`src/rtl/mmb_pkg.sv`:
```
// Shared types for the staged address/data register memory bridge.
package mmb_pkg;
    // Micro-step of the bridge sequencer.
    typedef enum logic [2:0] {
        STEP_IDLE   = 3'd0,
        STEP_LD_ACC = 3'd1,
        STEP_ST_ADR = 3'd2,
        STEP_ST_ACC = 3'd3,
        STEP_FIN    = 3'd4
    } step_t;
endpackage

```
`src/rtl/mmb_ctrl.sv`:
```
// Sequencer of the bridge. Accepts one command while idle and steps through
// the load or store micro-sequence. It holds the memory strobe until ready
// and issues the register load enables for the datapath.
// Assumes mem_ready is a single-cycle pulse that comes only during a strobe.
module mmb_ctrl
    import mmb_pkg::*;
(
    input  logic clk,
    input  logic rst_n,
    input  logic cmd_valid,
    input  logic cmd_we,
    input  logic mem_ready,
    output logic busy,
    output logic done,
    output logic mem_rd,
    output logic mem_wr,
    output logic ld_mar_cmd,
    output logic ld_mar_hold,
    output logic ld_hold,
    output logic ld_mdr_cmd,
    output logic ld_mdr_mem
);
    step_t step_q, step_d;
    logic  accept;

    // Command acceptance happens only in the idle step.
    assign accept = (step_q == STEP_IDLE) && cmd_valid;

    // Next-step selection for the load and store micro-sequences.
    always_comb begin
        step_d = step_q;
        unique case (step_q)
            STEP_IDLE:   if (cmd_valid) step_d = cmd_we ? STEP_ST_ADR : STEP_LD_ACC;
            STEP_LD_ACC: if (mem_ready) step_d = STEP_FIN;
            STEP_ST_ADR: step_d = STEP_ST_ACC;
            STEP_ST_ACC: if (mem_ready) step_d = STEP_FIN;
            STEP_FIN:    step_d = STEP_IDLE;
            default:     step_d = STEP_IDLE;
        endcase
    end

    // Step register.
    always_ff @(posedge clk) begin
        if (!rst_n) step_q <= STEP_IDLE;
        else        step_q <= step_d;
    end

    // Decoded strobes, status and register enables.
    always_comb begin
        mem_rd      = (step_q == STEP_LD_ACC);
        mem_wr      = (step_q == STEP_ST_ACC);
        done        = (step_q == STEP_FIN);
        busy        = (step_q != STEP_IDLE);
        ld_mar_cmd  = accept && !cmd_we;
        ld_hold     = accept && cmd_we;
        ld_mdr_cmd  = accept && cmd_we;
        ld_mar_hold = (step_q == STEP_ST_ADR);
        ld_mdr_mem  = mem_rd && mem_ready;
    end


    done_single_chk: assert property (@(posedge clk) disable iff (!rst_n)
        done |=> !done);

    busy_hold_chk: assert property (@(posedge clk) disable iff (!rst_n)
        (busy && !done) |=> busy);

    accept_busy_chk: assert property (@(posedge clk) disable iff (!rst_n)
        (!busy && cmd_valid) |=> busy);

    rd_hold_chk: assert property (@(posedge clk) disable iff (!rst_n)
        (mem_rd && !mem_ready) |=> mem_rd);

    wr_hold_chk: assert property (@(posedge clk) disable iff (!rst_n)
        (mem_wr && !mem_ready) |=> mem_wr);
endmodule

```
`src/rtl/mmb_regs.sv`:
```
// Datapath of the bridge: address register, data register and the store
// address holding register. The memory sees only the address and data
// registers. Assumes at most one load enable per register in any cycle.
module mmb_regs #(
    parameter int AW = 16,
    parameter int DW = 16
) (
    input  logic          clk,
    input  logic          rst_n,
    input  logic [AW-1:0] cmd_addr,
    input  logic [DW-1:0] cmd_wdata,
    input  logic [DW-1:0] mem_rdata,
    input  logic          ld_mar_cmd,
    input  logic          ld_mar_hold,
    input  logic          ld_hold,
    input  logic          ld_mdr_cmd,
    input  logic          ld_mdr_mem,
    output logic [AW-1:0] mar,
    output logic [DW-1:0] mdr
);
    logic [AW-1:0] hold_q;

    // Address register: direct for loads, from the holding register for stores.
    always_ff @(posedge clk) begin
        if (!rst_n)           mar <= '0;
        else if (ld_mar_cmd)  mar <= cmd_addr;
        else if (ld_mar_hold) mar <= hold_q;
    end

    // Holding register keeps the store address for the second step.
    always_ff @(posedge clk) begin
        if (!rst_n)       hold_q <= '0;
        else if (ld_hold) hold_q <= cmd_addr;
    end

    // Data register: store data on acceptance, memory word on read ready.
    always_ff @(posedge clk) begin
        if (!rst_n)          mdr <= '0;
        else if (ld_mdr_cmd) mdr <= cmd_wdata;
        else if (ld_mdr_mem) mdr <= mem_rdata;
    end
endmodule

```
`src/rtl/mar_mdr_bridge.sv`:
```
// Top of the staged address/data register memory bridge. It connects the
// sequencer to the register datapath and exposes both registers to the memory.
// Assumes the memory holds mem_rdata valid in the cycle it pulses mem_ready.
module mar_mdr_bridge #(
    parameter int AW = 16,
    parameter int DW = 16
) (
    input  logic          clk,
    input  logic          rst_n,
    input  logic          cmd_valid,
    input  logic          cmd_we,
    input  logic [AW-1:0] cmd_addr,
    input  logic [DW-1:0] cmd_wdata,
    output logic          busy,
    output logic          done,
    output logic [DW-1:0] rd_data,
    output logic [AW-1:0] mem_addr,
    output logic [DW-1:0] mem_wdata,
    output logic          mem_rd,
    output logic          mem_wr,
    input  logic          mem_ready,
    input  logic [DW-1:0] mem_rdata
);
    logic ld_mar_cmd, ld_mar_hold, ld_hold, ld_mdr_cmd, ld_mdr_mem;
    logic [AW-1:0] mar;
    logic [DW-1:0] mdr;

    mmb_ctrl u_ctrl (
        .clk(clk), .rst_n(rst_n), .cmd_valid(cmd_valid), .cmd_we(cmd_we),
        .mem_ready(mem_ready), .busy(busy), .done(done),
        .mem_rd(mem_rd), .mem_wr(mem_wr),
        .ld_mar_cmd(ld_mar_cmd), .ld_mar_hold(ld_mar_hold), .ld_hold(ld_hold),
        .ld_mdr_cmd(ld_mdr_cmd), .ld_mdr_mem(ld_mdr_mem)
    );

    mmb_regs #(.AW(AW), .DW(DW)) u_regs (
        .clk(clk), .rst_n(rst_n), .cmd_addr(cmd_addr), .cmd_wdata(cmd_wdata),
        .mem_rdata(mem_rdata), .ld_mar_cmd(ld_mar_cmd), .ld_mar_hold(ld_mar_hold),
        .ld_hold(ld_hold), .ld_mdr_cmd(ld_mdr_cmd), .ld_mdr_mem(ld_mdr_mem),
        .mar(mar), .mdr(mdr)
    );

    // Both registers face the memory; the data register also feeds the processor.
    assign mem_addr  = mar;
    assign mem_wdata = mdr;
    assign rd_data   = mdr;


    load_word_chk: assert property (@(posedge clk) disable iff (!rst_n)
        (mem_rd && mem_ready) |=> (done && rd_data == $past(mem_rdata)));

    frozen_bus_chk: assert property (@(posedge clk) disable iff (!rst_n)
        ((mem_rd || mem_wr) && !mem_ready) |=> ($stable(mem_addr) && $stable(mem_wdata)));

    one_access_chk: assert property (@(posedge clk) disable iff (!rst_n)
        ((mem_rd || mem_wr) && mem_ready) |=> (!mem_rd && !mem_wr && done));

    wdata_settled_chk: assert property (@(posedge clk) disable iff (!rst_n)
        $rose(mem_wr) |-> $stable(mem_wdata));
endmodule

```
`config.mk`:
```
export PLATFORM = sky130hd
export DESIGN_NAME = mar_mdr_bridge
export DESIGN_NICKNAME = d
export VERILOG_FILES = /design/src/rtl/mmb_pkg.sv /design/src/rtl/mmb_ctrl.sv /design/src/rtl/mmb_regs.sv /design/src/rtl/mar_mdr_bridge.sv
export SDC_FILE = /design/constraint.sdc
export NUM_CORES = 1
export LEC_CHECK = 0
export ABC_AREA = 1
export ABC_CLOCK_PERIOD_IN_PS = 2200
export CELL_PAD_IN_SITES_DETAIL_PLACEMENT = 2
export CELL_PAD_IN_SITES_GLOBAL_PLACEMENT = 2
export CORE_MARGIN = 1
export CORE_UTILIZATION = 22
export DETAILED_ROUTE_END_ITERATION = 10
export GPL_TIMING_DRIVEN = 0
export PLACE_DENSITY_LB_ADDON = 0.1
export SLEW_MARGIN = 20
export SYNTH_ARGS = -nofsm -noshare
export SYNTH_HDL_FRONTEND = slang
export SYNTH_HIERARCHICAL = 1
export SYNTH_SLANG_ARGS = --single-unit
```
`constraint.sdc`:
```
create_clock -name clk -period 2.2 [get_ports clk]
set_clock_uncertainty 0.05 [all_clocks]
set_input_delay 0.55 -clock clk [delete_from_list [all_inputs] [get_ports clk]]
set_output_delay 0.55 -clock clk [all_outputs]
set_load 0.05 [all_outputs]
```
## After elaboration in Yosys (flattened, before gate mapping)

Cells that the tools add are included.

- Flip-flop bits (word level): 51
- Latch bits: 0
- Bits in writable memories: 0
- Memory bits (read-only): 0
- Output and inout port bits: 52
- Logic and storage cells: 29
- Memories kept: 0

- Add/subtract/negate cells: 0
- Multipliers: 0
- Divide/modulo/power cells: 0
- Magnitude comparators: 0
- Eq/ne operators: 6
- Shift operators: 0
- Mux-type cells: 8
- Bitwise logic cells: 0
- Reduce and logical (&&, ||, !) cells: 11

Operators with widths:

| kind | count |
|---|---|
| 16-bit two-way mux | 4 |
| 3-bit one-hot mux with 3 select lines | 1 |
| 3-bit by 2-bit == test with 1-bit output, second input constant | 2 |
| 3-bit two-way mux | 2 |
| 1-bit logical AND | 4 |
| 2-bit nonzero test | 2 |
| 3-bit by 1-bit == test with 1-bit output, second input constant | 1 |
| 3-bit == test, second input constant | 1 |
| 3-bit logical NOT | 1 |
| 3-bit nonzero test | 1 |
| 2-bit two-way mux | 1 |
| 2-bit by 1-bit != test with 1-bit output, second input constant | 1 |
| 2-bit != test, second input constant | 1 |
| 2-bit AND reduction | 1 |
| 2-bit OR reduction | 1 |
| 1-bit logical NOT | 1 |

## Logic depth before layout (Yosys ltp)

- Depth in word-level cells: 4
- Gate-level depth with buffers: 11
- Gate-level depth less buffers: 9

## By module

Netlist, hierarchy kept.

By module, submodules not included:

| module | instances | cells each | area an instance (um^2) | sequential area each (um^2) |
|---|---|---|---|---|
| mmb_regs | 1 | 312 | 2188.3 | 960.9 |
| mmb_ctrl | 1 | 35 | 216.5 | 60.1 |
| mar_mdr_bridge | 1 | 16 | 120.1 | 0.0 |

## Least setup slack after synthesis

OpenSTA, ideal clock, no wires.

- Path type: reg-to-output
- Start point: register u_ctrl.step_q[2]
- End point: output done
- Arrival: 1518 ps
- Required time: 1600 ps
- Setup slack: 82 ps
- Stages on the path, launching flop included: 3
- Path buffers: 0
- Cells stage by stage: dfxtp_1 -> inv_1 -> nor3_1

- Longest elaborated chain between the ends: 1

Ends and longest elaborated chain:

| element | line | source |
|---|---|---|
| from (decl) | mmb_ctrl.sv:23 | `step_t step_q, step_d;` |
| from (signal assigned) | mmb_ctrl.sv:45 | `else step_q <= step_d;` |
| 3-bit == test | mmb_ctrl.sv:52 | `done = (step_q == STEP_FIN);` |
| to (decl) | mar_mdr_bridge.sv:15 | `output logic done,` |

Every way passes these cells.

## Final worst setup path

- Start point: register u_regs.mdr[12]
- End point: output rd_data[12]

RTL lines:

| element | line | source |
|---|---|---|
| from (decl) | mmb_regs.sv:19 | `output logic [DW-1:0] mdr` |
| from (signal assigned) | mmb_regs.sv:39 | `else if (ld_mdr_cmd) mdr <= cmd_wdata;` |
| from (signal assigned) | mmb_regs.sv:40 | `else if (ld_mdr_mem) mdr <= mem_rdata;` |
| to (decl) | mar_mdr_bridge.sv:16 | `output logic [DW-1:0] rd_data,` |

No word-level cell between the ends.

==> out/qor.yml <==
maxSlewViolCount: 0
dp_hpwl_um: 6760
ys.warnings.count: 6
synth_cell_types: 23
rsz0062_at_grt: "false"
drc_errors: 0
diodes: 0
firstDrtPassIters: 4
crit_path_max_incr_delay_ns: 0.79
clkLatencyLatePin_ns: 0.29
via_per_inst: 4.37
slew_headroom_pct: 64.4
cts_buffer_depth: 2
grt_use_total_pct: 15.5
ant_nets: 0
synth_flop_cell: "dfxtp_1"
cellLeakagePower_nw: 2.03
ys_seq_area_share_pct: 40.4
final_util_pct: 35.5
core_um2: 11000
drt-total-wl_um: 8780
start_util_pct: 22.9
crit_chain: "buf_4, clkdlybuf4s50_1"
cts_tree: "yes"
synth_edf_count: 0
critPathMaxFanout: 3
ys_ff_latch: 51
fin_nets: 527
critPathSlowestCell: "clkdlybuf4s50_1"
yosysMostFrequentCell: "nand2_1"
endpoint_kind: "output pin"
synth_area_per_cell_um2: 6.96
cts_sinks: 51
dieArea_um2: 11900
drt_iter0_markers: 42
holdBufCountCts: 0
hold_viol: 0
min_path_type: "register to register"
design_area_um2: 3910
r2r_end: "u_regs/mdr[6]"
grt_pass1_vias: 2816
fin_setup_tns_ns: 0
whs_path_depth: 2
clockRootBuffer: "clkbuf_16"
yosys.area.top_type: "dfxtp_1"
grt_overflow: 0
outcome: "completed"
synth_cells: 363
maxClockFrequency_ghz: 0.464
synthTopCellsByCount: "nand2_1, inv_1, dfxtp_1, nand3_1, a21oi_1"
crit_buf_inv: 2
r2r-start: "u_ctrl/step_q[1]"
htree_levels: 2
period_needed_ns: 2.16
critPathLaunchType: "register"
die_h_um: 109
gp_congestion: 0.714
yosysTopAreaCellShare_pct: 40.4
cp.arrival_ns: 1.56
min-delay-start: "u_regs/hold_q[9]"
post_cts_buffers: 0
cap_violations: 0
post_drt_wl_per_cell_um: 14.3
rows: 38
irDropWorstVdd_uv: 447
grt_antenna_before_repair: 0
place_area_um2: 3740
r2r_cells: 11
worst_slew_pin_slew_ns: 0.533
fp.dieW_um: 109
fin_ws_ns: 0.0435
synth_area_um2: 2520
path_delay_family: "buffers and inverters"
cts_made_buffers: 5
worstHoldEndpoint: "u_regs/mar[9]"
final_layout_size_suffix_gt1_share_pct: 13.3
ios: 105
vias: 2690
finalCritPeriodShare_pct: 98.0
setup_viol: 0
area_growth_pct: 55.0
clkTransAtPathRegs_ns: 0.07
synth.top_cells.by_area: "dfxtp_1, nand2_1, inv_1"
syn-num-nets: 416
io_buffer_count: 104
criticalPathCategory: "register to output pin"
power.density_nw_per_um2: 1140
async_flop_share_pct: 0
place_ws_ns: -0.370
grt_max_degree: 16
regToRegSetupSlack_ns: 0.30
worstPathRequired_ns: 1.60
grt_pass1_wl_um: 14200
[how the worst max path moves through the flow]
stage,from,end,slack [ns],cells past startpoint
2_1_floorplan,u_ctrl/step_q[2],done,0.08,2
3_3_place_gp,cmd_we,u_regs/mdr[11],-0.34,11
3_5_place_dp,cmd_we,u_regs/mdr[6],-0.37,11
4_1_cts,u_regs/mdr[4],rd_data[4],0.006,2
5_1_grt,u_regs/mdr[14],rd_data[14],0.003,2
6_report,u_regs/mdr[12],rd_data[12],0.04,2
[stage by stage]
step,power [mW],instances,hold slack (ns)
2_1_floorplan,2.91,363,0.408
3_3_place_gp,3.67,607,0.426
3_5_place_dp,3.72,607,0.437
4_1_cts,4.54,615,0.455
5_1_grt,4.74,615,0.490
6_report,4.45,615,0.444
[what timing repair did]
item                       4_1_cts  5_1_grt
setup endpoints to repair       19       21
hold endpoints to repair         0        0
resized for setup               10       12
[cell families after synthesis]
logic type	after synthesis	share of synthesized area, %
compound gates	49	9.76
flops	51	40.4
buf+inv	94	19.2
simple gates	169	30.6
[flip-flops by register name, indices dropped and copies added (netlist names)]
name	count
u_ctrl/step_q	3
u_regs/hold_q	16
u_regs/mdr	16
u_regs/mar	16
[metal layers]
metal  wire length (um)  GRT usage [%]  up-vias
li1                   -              -     1330
met2               4400           28.2       58
met1               3900           18.6     1295
met5                  0              0        -
met4                 80           3.76        0
met3                402           2.81        7
[final cells by class]
class | instances | area [um^2]
fillers | 1310 | 7120
repair buffers | 104 | 1050
multi-input cells | 218 | 1030
flip-flops and latches | 51 | 1020
plain buffers | 36 | 264
inverters | 58 | 220
well taps | 140 | 175
clock buffers | 7 | 143
clock inverters | 1 | 8.76
[worst reg2reg max path, cell delays in order (launching register included)]
cell	delay (ns)
dfxtp_1	0.38
nor2_2	0.18
nand3_1	0.16
nor2_4	0.19
buf_4	0.14
buf_6	0.16
inv_4	0.07
buf_4	0.18
nand3_1	0.09
nand3_1	0.08
nand2_1	0.07
inv_1	0.04
[power by group]
part | switching [mW] | internal, mW | total (mW)
logic | 1.54 | 0.809 | 2.35
clock network | 0.356 | 0.456 | 0.812
registers | 0.144 | 1.15 | 1.29
total | 2.04 | 2.41 | 4.45
[placed cells by master (no fill, tap or decap), types with 3 or more instances in the layout]
master,count
dlygate4sd2_1,7
buf_4,23
clkdlybuf4s50_1,86
nor3_1,18
a21oi_1,32
nand2_1,76
nand2_2,12
dfxtp_1,51
clkbuf_16,5
dlymetal6s2s_1,9
o21ai_0,16
nor2_1,22
inv_1,55
nor2_4,3
buf_2,8
nand3_1,34
No activity file was read; power rests on OpenSTA's default activity.
